--- config.mk ---
export PLATFORM = sky130hd
export DESIGN_NAME = rdtlb
export DESIGN_NICKNAME = d
export VERILOG_FILES = /design/src/rtl/rdtlb_pkg.sv /design/src/rtl/rdtlb_bank.sv /design/src/rtl/rdtlb_ctrl.sv /design/src/rtl/rdtlb_datapath.sv /design/src/rtl/rdtlb.sv
export SDC_FILE = /design/constraint.sdc
export NUM_CORES = 2
export LEC_CHECK = 0
export ABC_AREA = 1
export BUFFER_PORTS_ARGS = -buffer_cell sky130_fd_sc_hd__buf_4
export CAP_MARGIN = 40
export CORE_ASPECT_RATIO = 0.5
export CORE_UTILIZATION = 45
export CTS_BUF_LIST = sky130_fd_sc_hd__clkbuf_4 sky130_fd_sc_hd__clkbuf_8
export DETAILED_ROUTE_END_ITERATION = 7
export MAX_ROUTING_LAYER = met4
export SYNTH_ARGS = -nofsm -noshare
export SYNTH_HDL_FRONTEND = slang
export SYNTH_SLANG_ARGS = --single-unit
--- constraint.sdc ---
create_clock -name clk -period 7.2 [get_ports clk]
set_input_delay 0.36 -clock clk [delete_from_list [all_inputs] [get_ports clk]]
set_output_delay 0.36 -clock clk [all_outputs]
set_load 0.01 [all_outputs]
--- src/rtl/rdtlb_pkg.sv ---
package rdtlb_pkg;
  typedef enum logic [1:0] {
    BANK_STACK  = 2'd0,
    BANK_GLOBAL = 2'd1,
    BANK_HEAP   = 2'd2
  } bank_e;

  typedef struct packed {
    logic  hitAccept;
    logic  missStart;
    logic  fillNow;
    bank_e pendBank;
  } strobe_t;
endpackage

--- src/rtl/rdtlb_bank.sv ---
module rdtlb_bank #(
  parameter int ENTRIES = 8,
  parameter int VPN_W   = 20,
  parameter int PPN_W   = 20,
  parameter int PORTS   = 1
) (
  input  logic                         clk,
  input  logic                         rstN,
  input  logic                         flush,
  input  logic [PORTS-1:0][VPN_W-1:0]  lkVpn,
  input  logic [PORTS-1:0]             lkTouch,
  output logic [PORTS-1:0]             lkHit,
  output logic [PORTS-1:0][PPN_W-1:0]  lkPpn,
  input  logic                         fillEn,
  input  logic [VPN_W-1:0]             fillVpn,
  input  logic [PPN_W-1:0]             fillPpn
);
  localparam int IDX_W = $clog2(ENTRIES);
  localparam int NODES = ENTRIES - 1;

  logic [ENTRIES-1:0]            validQ;
  logic [ENTRIES-1:0][VPN_W-1:0] vpnQ;
  logic [ENTRIES-1:0][PPN_W-1:0] ppnQ;
  logic [NODES-1:0]              treeQ, treeD;
  logic [PORTS-1:0][IDX_W-1:0]   hitIdx;
  logic [IDX_W-1:0]              freeIdx, victim;
  logic                          anyFree;

  function automatic logic [IDX_W-1:0] pickVictim(input logic [NODES-1:0] t);
    int node;
    node = 0;
    for (int l = 0; l < IDX_W; l++) node = 2 * node + 1 + int'(t[node]);
    return IDX_W'(node - NODES);
  endfunction

  function automatic logic [NODES-1:0] touch(input logic [NODES-1:0] t,
                                             input logic [IDX_W-1:0] idx);
    int   node;
    logic dir;
    node = 0;
    for (int l = 0; l < IDX_W; l++) begin
      dir     = idx[IDX_W-1-l];
      t[node] = ~dir;
      node    = 2 * node + 1 + int'(dir);
    end
    return t;
  endfunction

  for (genvar p = 0; p < PORTS; p++) begin : gPort
    logic [ENTRIES-1:0] m;
    logic [IDX_W-1:0]   idx;
    logic [PPN_W-1:0]   pp;
    always_comb begin
      idx = '0;
      pp  = '0;
      for (int e = 0; e < ENTRIES; e++) begin
        m[e] = validQ[e] && (vpnQ[e] == lkVpn[p]);
        if (m[e]) begin
          idx = IDX_W'(e);
          pp  = pp | ppnQ[e];
        end
      end
    end
    assign lkHit[p]  = |m;
    assign lkPpn[p]  = pp;
    assign hitIdx[p] = idx;


    single_match_chk: assert property (@(posedge clk) disable iff (!rstN) $onehot0(m));
  end

  always_comb begin
    anyFree = ~&validQ;
    freeIdx = '0;
    for (int e = ENTRIES - 1; e >= 0; e--) if (!validQ[e]) freeIdx = IDX_W'(e);
    victim = anyFree ? freeIdx : pickVictim(treeQ);
  end

  always_comb begin
    logic [NODES-1:0] t;
    t = flush ? '0 : treeQ;
    if (!flush)
      for (int p = 0; p < PORTS; p++)
        if (lkTouch[p] && lkHit[p]) t = touch(t, hitIdx[p]);
    if (fillEn) t = touch(t, victim);
    treeD = t;
  end

  always_ff @(posedge clk or negedge rstN) begin
    if (!rstN) begin
      validQ <= '0;
      treeQ  <= '0;
    end else begin
      treeQ <= treeD;
      if (flush) validQ <= '0;
      if (fillEn) validQ[victim] <= 1'b1;
    end
  end

  always_ff @(posedge clk) begin
    if (fillEn) begin
      vpnQ[victim] <= fillVpn;
      ppnQ[victim] <= fillPpn;
    end
  end


  free_first_chk: assert property (@(posedge clk) disable iff (!rstN)
    (fillEn && anyFree) |-> !validQ[victim]);


  flush_clear_chk: assert property (@(posedge clk) disable iff (!rstN)
    (flush && !fillEn) |=> (validQ == '0));
endmodule

--- src/rtl/rdtlb_ctrl.sv ---
module rdtlb_ctrl
  import rdtlb_pkg::*;
(
  input  logic    clk,
  input  logic    rstN,
  input  logic    req0Valid,
  input  bank_e   req0Bank,
  input  logic    req0Hit,
  input  logic    refillValid,
  output logic    req0Ready,
  output logic    busy,
  output strobe_t st
);
  logic  busyQ;
  bank_e pendQ;
  logic  accept;

  always_comb begin
    req0Ready    = !busyQ || (!refillValid && (req0Bank != pendQ) && req0Hit);
    accept       = req0Valid && req0Ready;
    st.hitAccept = accept && req0Hit;
    st.missStart = accept && !req0Hit;
    st.fillNow   = busyQ && refillValid;
    st.pendBank  = pendQ;
  end

  always_ff @(posedge clk or negedge rstN) begin
    if (!rstN) begin
      busyQ <= 1'b0;
      pendQ <= BANK_HEAP;
    end else if (st.missStart) begin
      busyQ <= 1'b1;
      pendQ <= req0Bank;
    end else if (st.fillNow) begin
      busyQ <= 1'b0;
    end
  end

  assign busy = busyQ;


  busy_hold_chk: assert property (@(posedge clk) disable iff (!rstN)
    (busyQ && !refillValid) |=> busyQ);


  busy_fall_chk: assert property (@(posedge clk) disable iff (!rstN)
    $fell(busyQ) |-> $past(refillValid));


  same_bank_stall_chk: assert property (@(posedge clk) disable iff (!rstN)
    (busyQ && req0Valid && (req0Bank == pendQ)) |-> !(st.hitAccept || st.missStart));
endmodule

--- src/rtl/rdtlb_datapath.sv ---
module rdtlb_datapath
  import rdtlb_pkg::*;
#(
  parameter int STACK_N  = 2,
  parameter int GLOBAL_N = 8,
  parameter int HEAP_N   = 32,
  parameter int VPN_W    = 20,
  parameter int PPN_W    = 20
) (
  input  logic             clk,
  input  logic             rstN,
  input  logic             flush,
  input  logic [VPN_W-1:0] stackLo,
  input  logic [VPN_W-1:0] stackHi,
  input  logic [VPN_W-1:0] globalLo,
  input  logic [VPN_W-1:0] globalHi,
  input  logic [VPN_W-1:0] req0Vpn,
  input  logic             req0Write,
  input  logic             req1Valid,
  input  logic [VPN_W-1:0] req1Vpn,
  input  logic [PPN_W-1:0] refillPpn,
  input  strobe_t          st,
  output bank_e            req0Bank,
  output logic             req0Hit,
  output logic             resp0Valid,
  output logic [PPN_W-1:0] resp0Ppn,
  output logic             resp1Valid,
  output logic             resp1Hit,
  output logic [PPN_W-1:0] resp1Ppn,
  output logic [VPN_W-1:0] refillVpn,
  output logic [1:0]       refillBank,
  output logic             refillWrite
);
  function automatic bank_e classify(input logic [VPN_W-1:0] v);
    if (v >= stackLo && v <= stackHi)        return BANK_STACK;
    else if (v >= globalLo && v <= globalHi) return BANK_GLOBAL;
    else                                     return BANK_HEAP;
  endfunction

  logic                  req1Stack;
  logic [1:0]            stackHit;
  logic [1:0][PPN_W-1:0] stackPpn;
  logic                  globalHit, heapHit;
  logic [PPN_W-1:0]      globalPpn, heapPpn, selPpn;

  assign req0Bank  = classify(req0Vpn);
  assign req1Stack = (classify(req1Vpn) == BANK_STACK);

  rdtlb_bank #(.ENTRIES(STACK_N), .VPN_W(VPN_W), .PPN_W(PPN_W), .PORTS(2)) uStack (
    .clk(clk), .rstN(rstN), .flush(flush),
    .lkVpn({req1Vpn, req0Vpn}),
    .lkTouch({req1Valid && req1Stack, st.hitAccept && (req0Bank == BANK_STACK)}),
    .lkHit(stackHit), .lkPpn(stackPpn),
    .fillEn(st.fillNow && (st.pendBank == BANK_STACK)),
    .fillVpn(refillVpn), .fillPpn(refillPpn));

  rdtlb_bank #(.ENTRIES(GLOBAL_N), .VPN_W(VPN_W), .PPN_W(PPN_W), .PORTS(1)) uGlobal (
    .clk(clk), .rstN(rstN), .flush(flush),
    .lkVpn(req0Vpn),
    .lkTouch(st.hitAccept && (req0Bank == BANK_GLOBAL)),
    .lkHit(globalHit), .lkPpn(globalPpn),
    .fillEn(st.fillNow && (st.pendBank == BANK_GLOBAL)),
    .fillVpn(refillVpn), .fillPpn(refillPpn));

  rdtlb_bank #(.ENTRIES(HEAP_N), .VPN_W(VPN_W), .PPN_W(PPN_W), .PORTS(1)) uHeap (
    .clk(clk), .rstN(rstN), .flush(flush),
    .lkVpn(req0Vpn),
    .lkTouch(st.hitAccept && (req0Bank == BANK_HEAP)),
    .lkHit(heapHit), .lkPpn(heapPpn),
    .fillEn(st.fillNow && (st.pendBank == BANK_HEAP)),
    .fillVpn(refillVpn), .fillPpn(refillPpn));

  always_comb begin
    case (req0Bank)
      BANK_STACK:  begin req0Hit = stackHit[0]; selPpn = stackPpn[0]; end
      BANK_GLOBAL: begin req0Hit = globalHit;   selPpn = globalPpn;   end
      default:     begin req0Hit = heapHit;     selPpn = heapPpn;     end
    endcase
  end

  always_ff @(posedge clk or negedge rstN) begin
    if (!rstN) begin
      resp0Valid  <= 1'b0;
      resp0Ppn    <= '0;
      resp1Valid  <= 1'b0;
      resp1Hit    <= 1'b0;
      resp1Ppn    <= '0;
      refillVpn   <= '0;
      refillBank  <= '0;
      refillWrite <= 1'b0;
    end else begin
      resp0Valid <= st.hitAccept || st.fillNow;
      if (st.fillNow)        resp0Ppn <= refillPpn;
      else if (st.hitAccept) resp0Ppn <= selPpn;
      resp1Valid <= req1Valid && req1Stack;
      resp1Hit   <= stackHit[1];
      resp1Ppn   <= stackPpn[1];
      if (st.missStart) begin
        refillVpn   <= req0Vpn;
        refillBank  <= req0Bank;
        refillWrite <= req0Write;
      end
    end
  end


  probe_region_chk: assert property (@(posedge clk) disable iff (!rstN)
    resp1Valid |-> $past(req1Valid && req1Stack));
endmodule

--- src/rtl/rdtlb.sv ---
module rdtlb
  import rdtlb_pkg::*;
#(
  parameter int STACK_N  = 2,
  parameter int GLOBAL_N = 8,
  parameter int HEAP_N   = 32,
  parameter int VPN_W    = 20,
  parameter int PPN_W    = 20
) (
  input  logic             clk,
  input  logic             rstN,
  input  logic             flush,
  input  logic [VPN_W-1:0] stackLo,
  input  logic [VPN_W-1:0] stackHi,
  input  logic [VPN_W-1:0] globalLo,
  input  logic [VPN_W-1:0] globalHi,
  input  logic             req0Valid,
  input  logic [VPN_W-1:0] req0Vpn,
  input  logic             req0Write,
  output logic             req0Ready,
  output logic             resp0Valid,
  output logic [PPN_W-1:0] resp0Ppn,
  input  logic             req1Valid,
  input  logic [VPN_W-1:0] req1Vpn,
  output logic             resp1Valid,
  output logic             resp1Hit,
  output logic [PPN_W-1:0] resp1Ppn,
  output logic             busy,
  output logic [VPN_W-1:0] refillVpn,
  output logic [1:0]       refillBank,
  output logic             refillWrite,
  input  logic             refillValid,
  input  logic [PPN_W-1:0] refillPpn
);
  strobe_t st;
  bank_e   req0Bank;
  logic    req0Hit;

  rdtlb_ctrl uCtrl (
    .clk(clk), .rstN(rstN), .req0Valid(req0Valid), .req0Bank(req0Bank),
    .req0Hit(req0Hit), .refillValid(refillValid), .req0Ready(req0Ready),
    .busy(busy), .st(st));

  rdtlb_datapath #(.STACK_N(STACK_N), .GLOBAL_N(GLOBAL_N), .HEAP_N(HEAP_N),
                   .VPN_W(VPN_W), .PPN_W(PPN_W)) uDp (
    .clk(clk), .rstN(rstN), .flush(flush),
    .stackLo(stackLo), .stackHi(stackHi), .globalLo(globalLo), .globalHi(globalHi),
    .req0Vpn(req0Vpn), .req0Write(req0Write), .req1Valid(req1Valid), .req1Vpn(req1Vpn),
    .refillPpn(refillPpn), .st(st), .req0Bank(req0Bank), .req0Hit(req0Hit),
    .resp0Valid(resp0Valid), .resp0Ppn(resp0Ppn), .resp1Valid(resp1Valid),
    .resp1Hit(resp1Hit), .resp1Ppn(resp1Ppn), .refillVpn(refillVpn),
    .refillBank(refillBank), .refillWrite(refillWrite));
endmodule

Word level (Yosys, flattened, before mapping):

Cells that the tools add are included.

* bits of input ports: 147
* logic and storage cells: 620
* register bits after elaboration: 1830

* reduce and logical (&&, ||, !) cells: 97
* muxes and demuxes: 230
* eq/ne operators: 49
* order comparisons: 44
* add/sub/neg operators: 38
* bitwise gates (word level): 62

Operators with widths (count)
* $bwmux 640: 2
* $mux 20: 49
* $eq 20x20->1: 44
* $or 20x20->20: 40
* $bwmux 160: 2
* $mux 5: 62
* $bwmux 31: 8
* $mux 31: 4
* $demux 20 s5: 1
* $bwmux 40: 2
* $ge 20x20->1: 4
* $le 20x20->1: 4
* $logic_and 1x1->1: 80
* $mux 32: 2
* $demux 20 s3: 1
* $demux 1 s5: 9
* $mux 3: 14
* $mux 1: 41
* $pmux 20 s2: 1
* $add 10x1->11: 3
* $lt 11x6->1 const B: 3
* $or 32x32->32: 1
* $reduce_and 32->1: 1
* $reduce_or 32->1: 1
* other kinds (51): 141

Logic depth before layout (Yosys ltp):

* depth after elaboration: 68
* depth in mapped cells: 49
* depth with buffers taken out: 47

Cells and area by module:

A second synthesis with hierarchy kept.

* cell total of the unflattened synthesis: 7800
* area total of the unflattened synthesis: 84838.9 um^2

Modules (own cells, without submodules)
* rdtlb_bank at uDp.uHeap: instances 1, cells each 5009, seq. area each 40013.4 um^2, area an instance 59156.7 um^2
* rdtlb_bank at uDp.uGlobal: instances 1, cells each 1395, seq. area each 9984.6 um^2, area an instance 14884.3 um^2
* rdtlb_datapath: instances 1, cells each 830, seq. area each 1651.6 um^2, area an instance 5998.3 um^2
* rdtlb_bank at uDp.uStack: instances 1, cells each 536, seq. area each 2477.4 um^2, area an instance 4609.4 um^2
* rdtlb_ctrl: instances 1, cells each 30, seq. area each 76.3 um^2, area an instance 190.2 um^2

Worst setup path after synthesis:

Ideal clock, no wire load.

* kind: register -> register
* from: register uDp.uHeap.treeQ[0] (netlist name)
* to: register uDp.uHeap.ppnQ[280] (netlist bit), enable pin
* clock period less this slack: 7042 ps
* cell stages (with the launch flop): 33
* required time: 6763 ps
* arrival: 6605 ps
* setup slack: 158 ps
* path through: dfrtp_1 -> o21ai_2 -> inv_2 -> ha_1 -> inv_1 -> o21ai_1 -> o21ai_1 -> nand2_1 -> nand2_2 -> inv_2 -> buf_4 -> ha_1 -> clkbuf_1 -> o311ai_0 -> o22ai_1 -> nand2_1 -> nand3_1 -> nand2_2 -> buf_2 -> ha_1 -> inv_1 -> clkbuf_1 -> o21ai_0 -> o21ai_0 -> o21ai_0 -> o211ai_1 -> o21ai_1 -> nand2_1 -> nand2_2 -> inv_2 -> nand2_1 -> buf_2 -> nor2_1

RTL lines
* end signal: indexed assignment: RTL line rdtlb_bank.sv:103 `ppnQ[victim] <= fillPpn;`
* end: declaration: RTL line rdtlb_bank.sv:23 `logic [ENTRIES-1:0][PPN_W-1:0] ppnQ;`

==> flow_summary_export.csv <==
group,metric,value,unit
logic_synthesis,synthArstFlopShare,8.147,%
sta,tns,0,ns
cts,clock-sinks,1829,
logic_synthesis,synth_edf_count,1680,
power_and_ir_drop,power_frac_seq,52.1,%
place,dp_cells,9666,
grt,overflow,0,
cts,clockBufferDepth,4,
critical_path,cp-start-kind,"flop",
critical_path,slowest_stage,"dfrtp_1",
critical_path,critPathArrivalTime,7.06,ns
cts,h-tree-depth,5,
sta,fin_skew,0.07456,ns
floorplanning,num_rows,110,
floorplanning,chipHeight,304.3,um
cts,clock_latency,0.95,ns
logic_synthesis,ys_ff_latch,1829,
grt,gr-usage-all-layers,34.05,%
grt,grt_pass1_wl,430.5,mm
logic_synthesis,synth_seq_area_share,65.86,%
power_and_ir_drop,ir_drop,0.0001463,V
route,firstDrtPassIters,8,
final_layout,final-instance-count-excl-fill,10165,
power_and_ir_drop,pwr-share-clk,36.2,%
sta,hold_slack,0.02348,ns
place,globalplace.congestion,1.020,
floorplanning,die_area,0.1846,sq mm
final_layout,syn_to_final_growth,14.12,%
critical_path,cp.required,7.76,ns
logic_synthesis,syn_nets,7401,
sta,final_hold_viol_count,0,
power_and_ir_drop,power_density,250.2,mW/mm^2
place,dp_slack,0.9410,ns
power_and_ir_drop,switching_power,0.006397,W
logic_synthesis,synthFlopType,"edfxtp_1",
route,drt_iter0_drc,9230,
sta,rsz0062_at_grt,"false",
status,status,"complete, no violations",
sta,period_needed,6.506,ns
critical_path,cp_max_fo,20,
critical_path,crit_path_end_kind,"flop",
place,hpwl,195.9,mm
final_layout,n_fill_cell,15661,
logic_synthesis,ys_warn_count,0,
cts,clockRootBuffer,"clkbuf_8",
route,dr_total_vias,61880,
final_layout,layout.nets,7876,
hold_path,hp-class,"input port to async pin",
critical_path,path_class,"flop to flop",
route,wl,310.1,mm
sta,fin_crit_sh,90.36,%
final_layout,drive_gt1_share,13.35,%
logic_synthesis,synth_area,0.08227,sq mm
power_and_ir_drop,combPwrFrac,11.7,%
sta,fin_ws,0.6939,ns
critical_path,critical-path-max-stage-delay,0.47,ns
power_and_ir_drop,total_power,0.02349,W
route,drtAntennaViolNets,0,
route,wl_per_cell,30.51,um
floorplanning,start_util,45.52,%
route,remaining_drc_errors,0,
power_and_ir_drop,power_leakage,36.08,nW
sta,tightestPinTransition,0.9504,ns
cts,clkTransAtPathRegs,0.07,ns
grt,grt_antenna_before_repair,19,
sta,slew_headroom,36.64,%
power_and_ir_drop,p_int,0.01709,W
sta,fmax,153.7,MHz
place,io_buffers,214,
floorplanning,die_w,606.7,um
grt,grt_max_degree,63,
route,via_per_inst,6.088,
logic_synthesis,synth_cells,7091,
sta,setup_violations,0,
floorplanning,pin_count,215,
logic_synthesis,yosysUniqueCellTypes,71,
logic_synthesis,syn_avg_cell_area,11.60,sq um
grt,first_global_vias,57387,
sta,drv_slew,0,
cts,tritoncts,"built",
power_and_ir_drop,sw_frac_of_total,27.23,%
cts,cts_buffers,278,
job,maxCapViolCount,0,
floorplanning,core,0.1807,sq mm
-- per-layer routing --
metal / routed length (um) / vias to the layer above / global-route usage, %
li1: - / 26314 / -
met1: 123300 / 30750 / 46.76
met2: 136900 / 4132 / 49.87
met3: 36160 / 684 / 6.607
met4: 13760 / 0 / 13.60
met5: 0 / - / -
-- repair_timing --
action                    CTS  global route
resized for setup           0             0
hold endpoints to repair  889             0
hold buffers               28             0
buffers inserted            0             0
-- critical path: cells and delay by family, from the launching register on --
kind,cells,cell delay [ns]
compound gates,10,1.67
fa+ha+maj,3,1.04
buf+inv,8,1.59
flops,1,0.47
simple gates,10,1.31
-- Yosys cell counts (53+ instances only) --
cell type / number / share of area, %
nand3_1: 135 / 0.82
nand2_1: 862 / 3.9
nor4_1: 199 / 1.5
xnor2_1: 107 / 1.1
dfrtp_1: 148 / 4.5
edfxtp_1: 1680 / 61
ha_1: 163 / 2.5
nor2_1: 317 / 1.4
nand4_1: 94 / 0.71
buf_2: 112 / 0.68
xor2_1: 168 / 1.8
o22ai_1: 606 / 4.6
clkbuf_1: 124 / 0.57
a22o_1: 53 / 0.56
a21oi_1: 183 / 1.1
o21ai_0: 418 / 2.5
inv_1: 1198 / 5.5
-- final timing paths --
check | start | to | slack [ns] | cells after the start
min in group clk | flush | uDp.uStack.validQ[0] | 0.06 | 2
setup / recovery | uDp.uHeap.treeQ[0] | uDp.uHeap.vpnQ[450] | 0.69 | 31
hold reg to reg | uDp.refillWrite | uDp.refillWrite | 0.48 | 2
setup reg to reg | uDp.uHeap.treeQ[0] | uDp.uHeap.vpnQ[450] | 0.69 | 31
hold / removal | rstN | uDp.refillVpn[6] | 0.02 | 2
max in group asynchronous | rstN | uDp.resp0Ppn[3] | 5.83 | 3
-- layout make-up --
class                      instances  area (sq um)  area share [%]
sequential                      1829         54200           57.74
multi-input combinational       3731         22320           23.77
clock buffer                     387          4720           5.027
inverter                        1233          4637           4.939
timing repair buffer             493          4491           4.783
tap                             2408          3013           3.209
clock inverter                    82         495.5          0.5278
antenna                            2         5.005        0.005331
-- logic make-up after synthesis --
group	synth area share (%)
flops	65.86
simple gates	9.136
compound gates	12.04
buf+inv	7.433
xor+xnor	2.947
fa+ha+maj	2.479
mux	0.1080
-- flip-flops by register name (all words and copies together), names as in the netlist, 2 cells and up --
register,flops
uDp.uGlobal.treeQ,7
uDp.uHeap.ppnQ,640
uDp.uGlobal.ppnQ,160
uDp.refillVpn,20
uDp.uStack.vpnQ,40
uDp.uGlobal.vpnQ,160
uDp.uStack.validQ,2
uDp.resp1Ppn,20
uDp.uHeap.validQ,32
uDp.uGlobal.validQ,8
uDp.uStack.ppnQ,40
uDp.resp0Ppn,20
uDp.uHeap.treeQ,31
uDp.uHeap.vpnQ,640
uCtrl.pendQ,2
-- layout by cell type, fill, tap and decap left out, types with 53 or more instances in the layout --
master,Yosys,final
edfxtp_1,1680,1680
inv_1,1198,1197
nand2_1,862,862
o22ai_1,606,606
o21ai_0,418,418
buf_4,32,407
clkbuf_8,0,290
nor2_1,317,275
nor4_1,199,198
a21oi_1,183,183
xor2_1,168,168
ha_1,163,163
nand3_1,135,132
dfrtp_1,148,128
xnor2_1,107,107
clkbuf_4,0,97
nand4_1,94,94
clkinv_1,5,58
a22o_1,53,53
-- through the flow --
| step | cell area (sq um) | util [%] |
|---|---|---|
| finish | 93880 | 51.95 |
| global route | 93880 | 51.95 |
| CTS | 93880 | 51.95 |
| detailed placement | 88380 | 48.91 |
| global placement | 88080 | 48.74 |
| floorplan | 82270 | - |
-- power by group through the flow --
stage | Clock (W) | Sequential (W) | Combinational (W)
after floorplan | 0 | 0.0124 | 0.00121
after global placement | 0 | 0.0125 | 0.00261
after detailed placement | 0 | 0.0125 | 0.00266
after CTS | 0.00854 | 0.0122 | 0.00268
after global routing | 0.00900 | 0.0122 | 0.00289
final | 0.00850 | 0.0122 | 0.00275
Power figures use the tool's default switching activity.
